===== src/rtl/fsq_pkg.sv =====
package fsq_pkg;

  // Flag positions in the status word; software decodes these bits.
  localparam int FAST_POS = 5;
  localparam int MID_POS  = 4;
  localparam int SLOW_POS = 0;
  localparam int NUM_CH   = 3;

  // Strobes from a channel's control to its datapath.
  typedef struct packed {
    logic armOn;    // start the rise countdown (new burst, delayed window)
    logic armOff;   // load the close countdown for a new burst
    logic extOff;   // add one full window length to an open window
    logic fireOn;   // rise countdown reaches zero on this edge
    logic fireOff;  // close countdown reaches zero on this edge
    logic setNow;   // new burst on a window with no delay: flag up at once
  } chanCtl_t;

endpackage


===== src/rtl/fsq_chan_ctrl.sv =====
module fsq_chan_ctrl
  import fsq_pkg::*;
#(
  parameter int ON_DELAY = 60
) (
  input  logic     wrStb,
  input  logic     onValid,
  input  logic     onLast,
  input  logic     offValid,
  input  logic     offLast,
  output chanCtl_t ctl
);

  localparam logic HAS_DELAY = (ON_DELAY != 0);

  logic newBurst;

  // A write opens a new burst only when no window is open for this flag.
  assign newBurst = wrStb && !offValid;

  always_comb begin
    ctl         = '0;
    ctl.armOn   = newBurst && HAS_DELAY;
    ctl.setNow  = newBurst && !HAS_DELAY;
    ctl.armOff  = newBurst;
    ctl.extOff  = wrStb && offValid;
    ctl.fireOn  = onValid && onLast;
    // A write on the closing edge extends the window instead of closing it.
    ctl.fireOff = offValid && offLast && !wrStb;
  end

endmodule


===== src/rtl/fsq_chan_dp.sv =====
module fsq_chan_dp
  import fsq_pkg::*;
#(
  parameter int CNT_W    = 12,
  parameter int ON_DELAY = 60,
  parameter int WIN_LEN  = 160
) (
  input  logic     clk,
  input  logic     rstN,
  input  chanCtl_t ctl,
  output logic     onValid,
  output logic     onLast,
  output logic     offValid,
  output logic     offLast,
  output logic     bitQ
);

  localparam int CMAX   = (1 << CNT_W) - 1;
  localparam int LEN_I  = (WIN_LEN > CMAX) ? CMAX : WIN_LEN;
  localparam int ON_I   = (ON_DELAY > CMAX) ? CMAX : ON_DELAY;
  localparam int ARM_I  = (ON_DELAY + WIN_LEN > CMAX) ? CMAX : (ON_DELAY + WIN_LEN);
  localparam logic [CNT_W-1:0] LEN_CNT = CNT_W'(LEN_I);
  localparam logic [CNT_W-1:0] ON_CNT  = CNT_W'(ON_I);
  localparam logic [CNT_W-1:0] ARM_CNT = CNT_W'(ARM_I);

  logic [CNT_W-1:0] offCnt;
  logic [CNT_W:0]   extSum;
  logic [CNT_W-1:0] extSat;

  // Remaining time minus this edge plus one full window, clipped at the top.
  assign extSum  = {1'b0, offCnt} + {1'b0, LEN_CNT} - (CNT_W+1)'(1);
  assign extSat  = extSum[CNT_W] ? {CNT_W{1'b1}} : extSum[CNT_W-1:0];
  assign offLast = (offCnt == CNT_W'(1));

  always_ff @(posedge clk) begin
    if (!rstN) begin
      offCnt   <= '0;
      offValid <= 1'b0;
    end else if (ctl.armOff) begin
      offCnt   <= ARM_CNT;
      offValid <= 1'b1;
    end else if (ctl.extOff) begin
      offCnt   <= extSat;
      offValid <= 1'b1;
    end else if (offValid) begin
      offCnt   <= offCnt - CNT_W'(1);
      if (ctl.fireOff) offValid <= 1'b0;
    end
  end

  always_ff @(posedge clk) begin
    if (!rstN)                          bitQ <= 1'b0;
    else if (ctl.fireOff)               bitQ <= 1'b0;
    else if (ctl.setNow || ctl.fireOn)  bitQ <= 1'b1;
  end

  generate
    if (ON_DELAY > 0) begin : g_rise
      logic [CNT_W-1:0] onCnt;
      logic             onValidQ;

      always_ff @(posedge clk) begin
        if (!rstN) begin
          onCnt    <= '0;
          onValidQ <= 1'b0;
        end else if (ctl.armOn) begin
          onCnt    <= ON_CNT;
          onValidQ <= 1'b1;
        end else if (onValidQ) begin
          onCnt    <= onCnt - CNT_W'(1);
          if (ctl.fireOn) onValidQ <= 1'b0;
        end
      end

      assign onValid = onValidQ;
      assign onLast  = (onCnt == CNT_W'(1));

      // writes during a pending rise leave the countdown alone.
      assert_rise_fixed_R6: assert property (@(posedge clk) disable iff (!rstN)
        (onValid && !onLast) |=> (onValid && onCnt == $past(onCnt) - CNT_W'(1)));
    end else begin : g_no_rise
      logic unusedArmOn;
      assign unusedArmOn = ctl.armOn;
      assign onValid     = 1'b0;
      assign onLast      = 1'b0;
    end
  endgenerate

  // extending a window never shortens it (no wrap on saturation).
  assert_ext_no_wrap_R7: assert property (@(posedge clk) disable iff (!rstN)
    ctl.extOff |=> (offValid && offCnt >= $past(offCnt)));

  // a raised flag always has an open window behind it.
  assert_bit_in_window_R5: assert property (@(posedge clk) disable iff (!rstN)
    bitQ |-> offValid);

  // a write while the flag is up keeps it up on the next cycle.
  assert_no_gap_R10: assert property (@(posedge clk) disable iff (!rstN)
    (bitQ && ctl.extOff) |=> bitQ);

endmodule


===== src/rtl/fsq_read_port.sv =====
module fsq_read_port
  import fsq_pkg::*;
#(
  parameter int DATA_W = 32
) (
  input  logic              clk,
  input  logic              rstN,
  input  logic              rdStb,
  input  logic [NUM_CH-1:0] chanBits,
  output logic [DATA_W-1:0] readData
);

  localparam logic [DATA_W-1:0] STAT_MASK =
    (DATA_W'(1) << FAST_POS) | (DATA_W'(1) << MID_POS) | (DATA_W'(1) << SLOW_POS);

  logic [DATA_W-1:0] wordNext;

  always_comb begin
    wordNext           = '0;
    wordNext[FAST_POS] = chanBits[0];
    wordNext[MID_POS]  = chanBits[1];
    wordNext[SLOW_POS] = chanBits[2];
  end

  always_ff @(posedge clk) begin
    if (!rstN)      readData <= '0;
    else if (rdStb) readData <= wordNext;
  end

  // only the three flag positions can ever be set.
  assert_upper_zero_R8: assert property (@(posedge clk) disable iff (!rstN)
    rdStb |=> ((readData & ~STAT_MASK) == '0));

  // the word holds between reads.
  assert_hold_R9: assert property (@(posedge clk) disable iff (!rstN)
    !rdStb |=> $stable(readData));

endmodule


===== src/rtl/fsq_status_timers.sv =====
module fsq_status_timers
  import fsq_pkg::*;
#(
  parameter int CNT_W      = 12,
  parameter int FAST_LEN   = 60,
  parameter int MID_DELAY  = 60,
  parameter int MID_LEN    = 160,
  parameter int SLOW_DELAY = 120,
  parameter int SLOW_LEN   = 420
) (
  input  logic        clk,
  input  logic        rstN,
  input  logic        wrStb,
  input  logic        rdStb,
  output logic [31:0] readData
);

  localparam int CH_DLY [NUM_CH] = '{0, MID_DELAY, SLOW_DELAY};
  localparam int CH_LEN [NUM_CH] = '{FAST_LEN, MID_LEN, SLOW_LEN};

  logic [NUM_CH-1:0] chanBits;

  generate
    for (genvar g = 0; g < NUM_CH; g++) begin : g_chan
      chanCtl_t ctl;
      logic     onValid, onLast, offValid, offLast;

      fsq_chan_ctrl #(.ON_DELAY(CH_DLY[g])) u_ctrl (
        .wrStb   (wrStb),
        .onValid (onValid),
        .onLast  (onLast),
        .offValid(offValid),
        .offLast (offLast),
        .ctl     (ctl)
      );

      fsq_chan_dp #(
        .CNT_W   (CNT_W),
        .ON_DELAY(CH_DLY[g]),
        .WIN_LEN (CH_LEN[g])
      ) u_dp (
        .clk     (clk),
        .rstN    (rstN),
        .ctl     (ctl),
        .onValid (onValid),
        .onLast  (onLast),
        .offValid(offValid),
        .offLast (offLast),
        .bitQ    (chanBits[g])
      );
    end
  endgenerate

  fsq_read_port #(.DATA_W(32)) u_read (
    .clk     (clk),
    .rstN    (rstN),
    .rdStb   (rdStb),
    .chanBits(chanBits),
    .readData(readData)
  );

  // every write leaves the fast flag up on the following cycle.
  assert_write_sets_busy_R2: assert property (@(posedge clk) disable iff (!rstN)
    wrStb |=> chanBits[0]);

endmodule


===== config.mk =====
export PLATFORM = sky130hd
export DESIGN_NAME = fsq_status_timers
export DESIGN_NICKNAME = d
export VERILOG_FILES = /design/src/rtl/fsq_pkg.sv /design/src/rtl/fsq_chan_ctrl.sv /design/src/rtl/fsq_chan_dp.sv /design/src/rtl/fsq_read_port.sv /design/src/rtl/fsq_status_timers.sv
export SDC_FILE = /design/constraint.sdc
export NUM_CORES = 1
export LEC_CHECK = 0
export BUFFER_PORTS_ARGS = -buffer_cell sky130_fd_sc_hd__buf_2
export CORE_MARGIN = 4
export CORE_UTILIZATION = 65
export DETAILED_ROUTE_END_ITERATION = 7
export PLACE_DENSITY = 0.95
export RECOVER_POWER = 100
export SETUP_SLACK_MARGIN = 0.15
export SYNTH_ARGS = -nofsm -noshare
export SYNTH_HDL_FRONTEND = slang
export SYNTH_SLANG_ARGS = --single-unit

===== constraint.sdc =====
create_clock -name clk -period 3.25 [get_ports clk]
set_input_delay 0.65 -clock clk [delete_from_list [all_inputs] [get_ports clk]]
set_output_delay 0.65 -clock clk [all_outputs]
set_load 0.05 [all_outputs]

==> reports/qor.yml, run 1 <==
fin_skew_ps: 5.52
syn_area_per_cell_um2: 7.89
finalCriticalPeriod_ps: 2590
hold_ws_ps: 508
worstPathMaxFanout: 8
async_flop_share_pct: 0
route.detailed.drc: 0
hp-class: "reg2reg"
rsz0062_at_grt: "false"
r2r_setup_slack_ps: 660
dr.first_iter.drc_count: 438
reg2reg_depth: 7
min_period_over_period_pct: 79.6
ctsHoldBuffers: 0
synthMuxAreaShare_pct: 1.16
num_vias: 4091
dp_hpwl_mm: 6.94
crit_slowest_cell: "a211oi_1"
start_util_pct: 68.4
antenna_found_initial: 0
grt_usage_pct: 24.8
hold_path_depth: 2
ys_ff_latch: 71
worstMarginPinSlew_ps: 1130
cts_made_buffers: 9
syn_inst: 560
cts_setup_buffers: 0
drive_gt1_share_pct: 5.66
grt_overflow: 0
status: "finished, final reports clean"
viasPerCell: 6.55
final_cells: 625
wire_per_inst_um: 16.2
synth_adder_area_share_pct: 2.83
seq_area_frac_synth_pct: 32.2
core_um2: 6460
antenna_cells: 0
max_cap_viol_count: 0
cts_resized: 0
cp.arrival_ps: 2820
grt.busiest_layer: "met2"
die_w_um: 90.4
finish.net_count: 557
cp_cell_sequence: "inv_1, ha_1, nand2b_1, a211oi_1, nor3_1, a221o_1, o41ai_1"
ys_types: 72
dieHeight_um: 90.4
grt_first_pass_wirelength_mm: 17.0
synth_xor_xnor_area_share_pct: 7.53
clkSinkCount: 71
dieArea_um2: 8180
slew_violations: 0
fillers: 463
synth_top_family_by_area: "simple AND/OR/NAND/NOR gates"
h-tree-depth: 3
gp_congestion: 0.935
setup_viol: 0
required_ps: 3480
path_class: "reg2reg"
max_freq_mhz: 387
max_stage_delay_ps: 640
io_pins: 36
grt_use_met2_pct: 41.9
clockBufferDepth: 2
clk_latency_ps: 350
grt_pass1_vias: 3812
dr.pass1.iters: 5
synth-edff-count: 0
syn_area_um2: 4420
grt_max_degree: 29
cp-end-kind: "flip-flop"
grt_use_met3_pct: 6.17
path_clk_slew_ps: 80
area_delta_synth_final_pct: 1.33
fin_setup_tns_ps: 0
met1_usage_pct: 29.2
synth_compound_area_share_pct: 20.4
port_buffers: 6
ff_latch_area_um2: 1420
relSlewSlack_pct: 24.9
cts_tree: "yes"
num_rows: 29
antenna_left: 0
synth_flop_cell: "dfxtp_1"
peakVddDrop_mv: 0.326
power.density_nw_per_um2: 510
postRouteWirelength_mm: 10.2
cts-root-buf: "clkbuf_8"
leakage_nw: 1.63
p_total_mw: 2.29
ys_warn_count: 0
hold_viol: 0
dp_cells: 609
synth_simple_gate_area_share_pct: 25.5
cp-start-kind: "flip-flop"
multiInputGateArea_um2: 2630
-- through the flow --
stage / util [%] / worst slack [ps] / cell area, µm²
floorplan: - / 1380 / 4520
global placement: 66.5 / 993 / 4290
detailed placement: 66.5 / 861 / 4290
CTS: 69.7 / 977 / 4500
global route: 69.3 / 551 / 4480
finish: 69.3 / 664 / 4480
-- power by group --
part           leakage, nW  internal, mW  switching (mW)  total [mW]
sequential           0.584         0.935           0.116        1.05
combinational        0.939         0.179           0.324       0.503
clock                0.103         0.379           0.353       0.732
-- cells in the mapped netlist (3+ instances only) --
cell type  instances  area, µm²
o41ai_1            3       26.3
buf_2             10       50.1
o211ai_1           3       22.5
nand2_1           56        210
nand3_1           20        100
inv_1             18       67.6
o21ai_0           18       90.1
a32o_1             3       30.0
nor2b_1            7       43.8
a31oi_1           13       81.3
dfxtp_1           71       1420
a221oi_1           5       43.8
and3_1             4       25.0
xor2_1            14        123
nand4b_1           6       52.6
a21o_1             4       30.0
nor3_1            14       70.1
o32ai_1            3       26.3
nor4_1            13       81.3
or3_1              3       18.8
nand2b_1           5       31.3
nand4_1            3       18.8
o21a_1             3       22.5
or4_1              4       30.0
ha_1              10        125
buf_4             30        225
a211oi_1           7       52.6
o31ai_1            3       22.5
xnor2_1           24        210
a21oi_1           34        170
mux2i_1            4       40.0
o22ai_1            4       25.0
clkbuf_1          20       75.1
nand3b_1           3       22.5
and2_1             3       18.8
nor2_1            63        236
a311oi_1           3       26.3
-- critical path: cells and delay by family, from the launching register on --
kind                     cells  cell delay [ps]
flip-flops                   1              480
AND/OR/NAND/NOR              2              510
adder cells (fa/ha/maj)      1              280
buffers and inverters        1              100
AO/OA/AOI/OAI                3             1100
-- final cells by class --
type | instances | area share [%]
inverters | 20 | 1.68
repair buffers | 9 | 1.06
clock inverters | 6 | 1.54
multi-input cells | 432 | 58.7
well taps | 77 | 2.15
clock buffers | 10 | 3.07
flip-flops and latches | 71 | 31.7
-- layout by cell type, fill, tap and decap left out, types with 13 or more instances in the layout --
| cell | count |
|---|---|
| a21oi_1 | 34 |
| a31oi_1 | 13 |
| conb_1 | 29 |
| dfxtp_1 | 71 |
| inv_1 | 19 |
| nand2_1 | 56 |
| nand3_1 | 20 |
| nor2_1 | 63 |
| nor3_1 | 14 |
| nor4_1 | 13 |
| o21ai_0 | 18 |
| xnor2_1 | 24 |
| xor2_1 | 14 |
-- state kept, by name, indices dropped and copies added, names as in the netlist --
| signal | count |
|---|---|
| g_chan.u_dp.offCnt | 36 |
| g_chan.u_dp.g_rise.onCnt | 24 |
| g_chan.u_dp.bitQ | 3 |
| g_chan.u_dp.offValid | 3 |
| u_read.readData | 3 |
| g_chan.u_dp.onValid | 2 |
-- routing by layer --
metal | up-vias | share of wire (%)
met4 | 0 | 3.1
met3 | 44 | 7.1
met5 | - | 0
li1 | 1917 | -
met1 | 1908 | 40
met2 | 222 | 50
-- path summary, 6_finish.rpt --
kind,startpoint,endpoint
worst max-delay path,g_chan[0].u_dp.offCnt[0],g_chan[0].u_dp.offCnt[3]
worst min-delay path,g_chan[1].u_dp.g_rise.onCnt[1],g_chan[1].u_dp.g_rise.onCnt[1]
worst max register to register,g_chan[0].u_dp.offCnt[0],g_chan[0].u_dp.offCnt[3]
worst min register to register,g_chan[1].u_dp.g_rise.onCnt[1],g_chan[1].u_dp.g_rise.onCnt[1]
-- kinds of logic (layout without fill, tap and decap cells) --
logic type / count (synthesis) / after routing
AOI/OAI and AO/OA: 131 / 131
and+or+nand+nor: 219 / 219
adders and majority gates: 10 / 10
muxes: 5 / 5
buffers and inverters: 85 / 45
xor gates and xnor gates: 38 / 38
other: 1 / 29
DFF: 71 / 71
No activity file was read; power rests on OpenSTA's default activity.
==> inputs of run 2 (changes only) <==
--- a/config.mk
+++ b/config.mk
@@ -7,9 +7,9 @@
 export LEC_CHECK = 0
 export BUFFER_PORTS_ARGS = -buffer_cell sky130_fd_sc_hd__buf_2
 export CORE_MARGIN = 4
-export CORE_UTILIZATION = 65
+export CORE_UTILIZATION = 60
 export DETAILED_ROUTE_END_ITERATION = 7
-export PLACE_DENSITY = 0.95
+export PLACE_DENSITY = 0.9
 export RECOVER_POWER = 100
 export SETUP_SLACK_MARGIN = 0.15
 export SYNTH_ARGS = -nofsm -noshare
==> constraint.sdc (replaced) <==
create_clock -name clk -period 2.62 [get_ports clk]
set_input_delay 0.524 -clock clk [delete_from_list [all_inputs] [get_ports clk]]
set_output_delay 0.524 -clock clk [all_outputs]
set_load 0.05 [all_outputs]
==> reports/qor.yml, run 2 (synthesis results as in run 1) <==
path_clk_slew_ps: 80  # about the same
viasPerCell: 6.16  # -5.8%
cp-start-kind: "flip-flop"
dieArea_um2: 8800  # +7.6%
setup_viol: 0  # unchanged
path_class: "reg2reg"
crit_family: "compound AO/OA/AOI/OAI gates"
clk_latency_ps: 350  # about the same
grt_max_degree: 29  # unchanged
largest-register: "g_chan.u_dp.offCnt"
postRouteWirelength_mm: 10.0  # -1.4%
dp_cells: 634  # +4.1%
cts_tree: "yes"
ff_latch_area_um2: 1420  # unchanged
cts_resized: 0  # unchanged
io_pins: 36  # unchanged
crit_start: "g_chan[0].u_dp.offCnt[0]"
clockBufferDepth: 2  # unchanged
grt_first_pass_wirelength_mm: 16.7  # -1.6%
cp-end-kind: "flip-flop"
cp_cell_sequence: "inv_1, ha_1, nand2b_1, a211oi_2, nor3_1, a221o_1, a21oi_1"
area_delta_synth_final_pct: 1.33  # unchanged
slew_violations: 0  # unchanged
rsz0062_at_grt: "false"
ctsHoldBuffers: 0  # unchanged
worst_slack_ps: 322  # -341 ps
p_total_mw: 2.70  # +18%
min_period_over_period_pct: 87.7  # +8.1 points
pre_cts_slack_ps: 427  # -434 ps
leakage_nw: 1.61  # -0.72%
die_w_um: 93.8  # +3.7%
start_util_pct: 61.2  # -7.2 points
port_buffers: 6  # unchanged
finish.net_count: 560  # +0.54%
antenna_cells: 0  # unchanged
worstMarginPinSlew_ps: 942  # -185 ps
reg_top3: "g_chan.u_dp.offCnt (36), g_chan.u_dp.g_rise.onCnt (24)"
max_freq_mhz: 435  # +13%
wire_per_inst_um: 15.4  # -5.1%
peakVddDrop_mv: 0.343  # +5.2%
r2r-start: "g_chan[0].u_dp.offCnt[0]"
hp-class: "in2reg"
stdcell_area_um2: 4480  # unchanged
layout_common_cells: "dfxtp_1 (71), nor2_1 (63), nand2_1 (56)"
critPathBufInv: 1  # unchanged
antenna_left: 0  # unchanged
dr.first_iter.drc_count: 324  # -26%
antenna_found_initial: 0  # unchanged
num_rows: 31  # +6.9%
cts-root-buf: "clkbuf_8"
fin_setup_tns_ps: 0  # unchanged
hold_ws_ps: 478  # -29.8 ps
required_ps: 2880  # -600 ps
cts_made_buffers: 9  # unchanged
post_dp_cell_area_um2: 4340  # +1.2%
utilization_pct: 62.1  # -7.3 points
route.detailed.drc: 0  # unchanged
finalCriticalPeriod_ps: 2300  # -289 ps
final_cells: 649  # +3.8%
grt_overflow: 0  # unchanged
final_common_cell: "dfxtp_1"
dr.pass1.iters: 5  # unchanged
core_um2: 7210  # +12%
hp-start: "rdStb"
relSlewSlack_pct: 37.2  # +12 points
cts_setup_buffers: 0  # unchanged
max_cap_viol_count: 0  # unchanged
max_stage_delay_ps: 510  # -130 ps
gp_congestion: 0.960  # +2.7%
largest_register_ff_count: 36  # unchanged
dieHeight_um: 93.8  # +3.7%
num_vias: 4001  # -2.2%
grt_usage_pct: 23.3  # -1.5 points
dp_hpwl_mm: 6.92  # -0.39%
multiInputGateArea_um2: 2620  # -0.38%
hold_viol: 0  # unchanged
worstPathMaxFanout: 8  # unchanged
fin_skew_ps: 14.5  # +9.00 ps
grt_pass1_vias: 3669  # -3.8%
cp.arrival_ps: 2560  # -260 ps
clkSinkCount: 71  # unchanged
drive_gt1_share_pct: 5.64  # -0.021 points
power.density_nw_per_um2: 604  # +18%
fillers: 608  # +31%
crit_slowest_cell: "dfxtp_1"
status: "finished, final reports clean"
h-tree-depth: 3  # unchanged
==> run 2: worst reg2reg max path, stage by stage, from the launching register on <==
cell and delay [ps]:
dfxtp_1 510, inv_1 120, ha_1 280, nand2b_1 240, a211oi_2 400, nor3_1 210, a221o_1 330, a21oi_1 140
==> run 2: power by group <==
part           internal (mW)  leakage, nW  switching [mW]
Sequential              1.16        0.584           0.138
Combinational          0.225        0.942           0.400
Clock                  0.363       0.0881           0.415
Total                   1.75         1.61           0.954
==> run 2: routing by layer <==
metal / GRT usage (%) / vias to the layer above / wire (µm)
met5: 0 / - / 0
met4: 9.51 / 0 / 314
met3: 5.13 / 39 / 746
met2: 39.7 / 214 / 4930
met1: 28.4 / 1830 / 4020
li1: - / 1918 / -
==> run 2: worst paths after layout <==
kind,depth (start not counted),to,slack (ps)
setup / recovery,7,g_chan[0].u_dp.offCnt[2],320
hold / removal,3,u_read.readData[5],480
setup reg to reg,7,g_chan[0].u_dp.offCnt[2],320
hold reg to reg,2,g_chan[2].u_dp.g_rise.onCnt[5],510
==> run 2: area by class of cell <==
cell class,count,area share (%)
multi-input combinational,432,58.5
sequential,71,31.7
clock buffer,10,3.07
tap,99,2.77
inverter,20,1.68
timing repair buffer,12,1.43
clock inverter,5,0.783
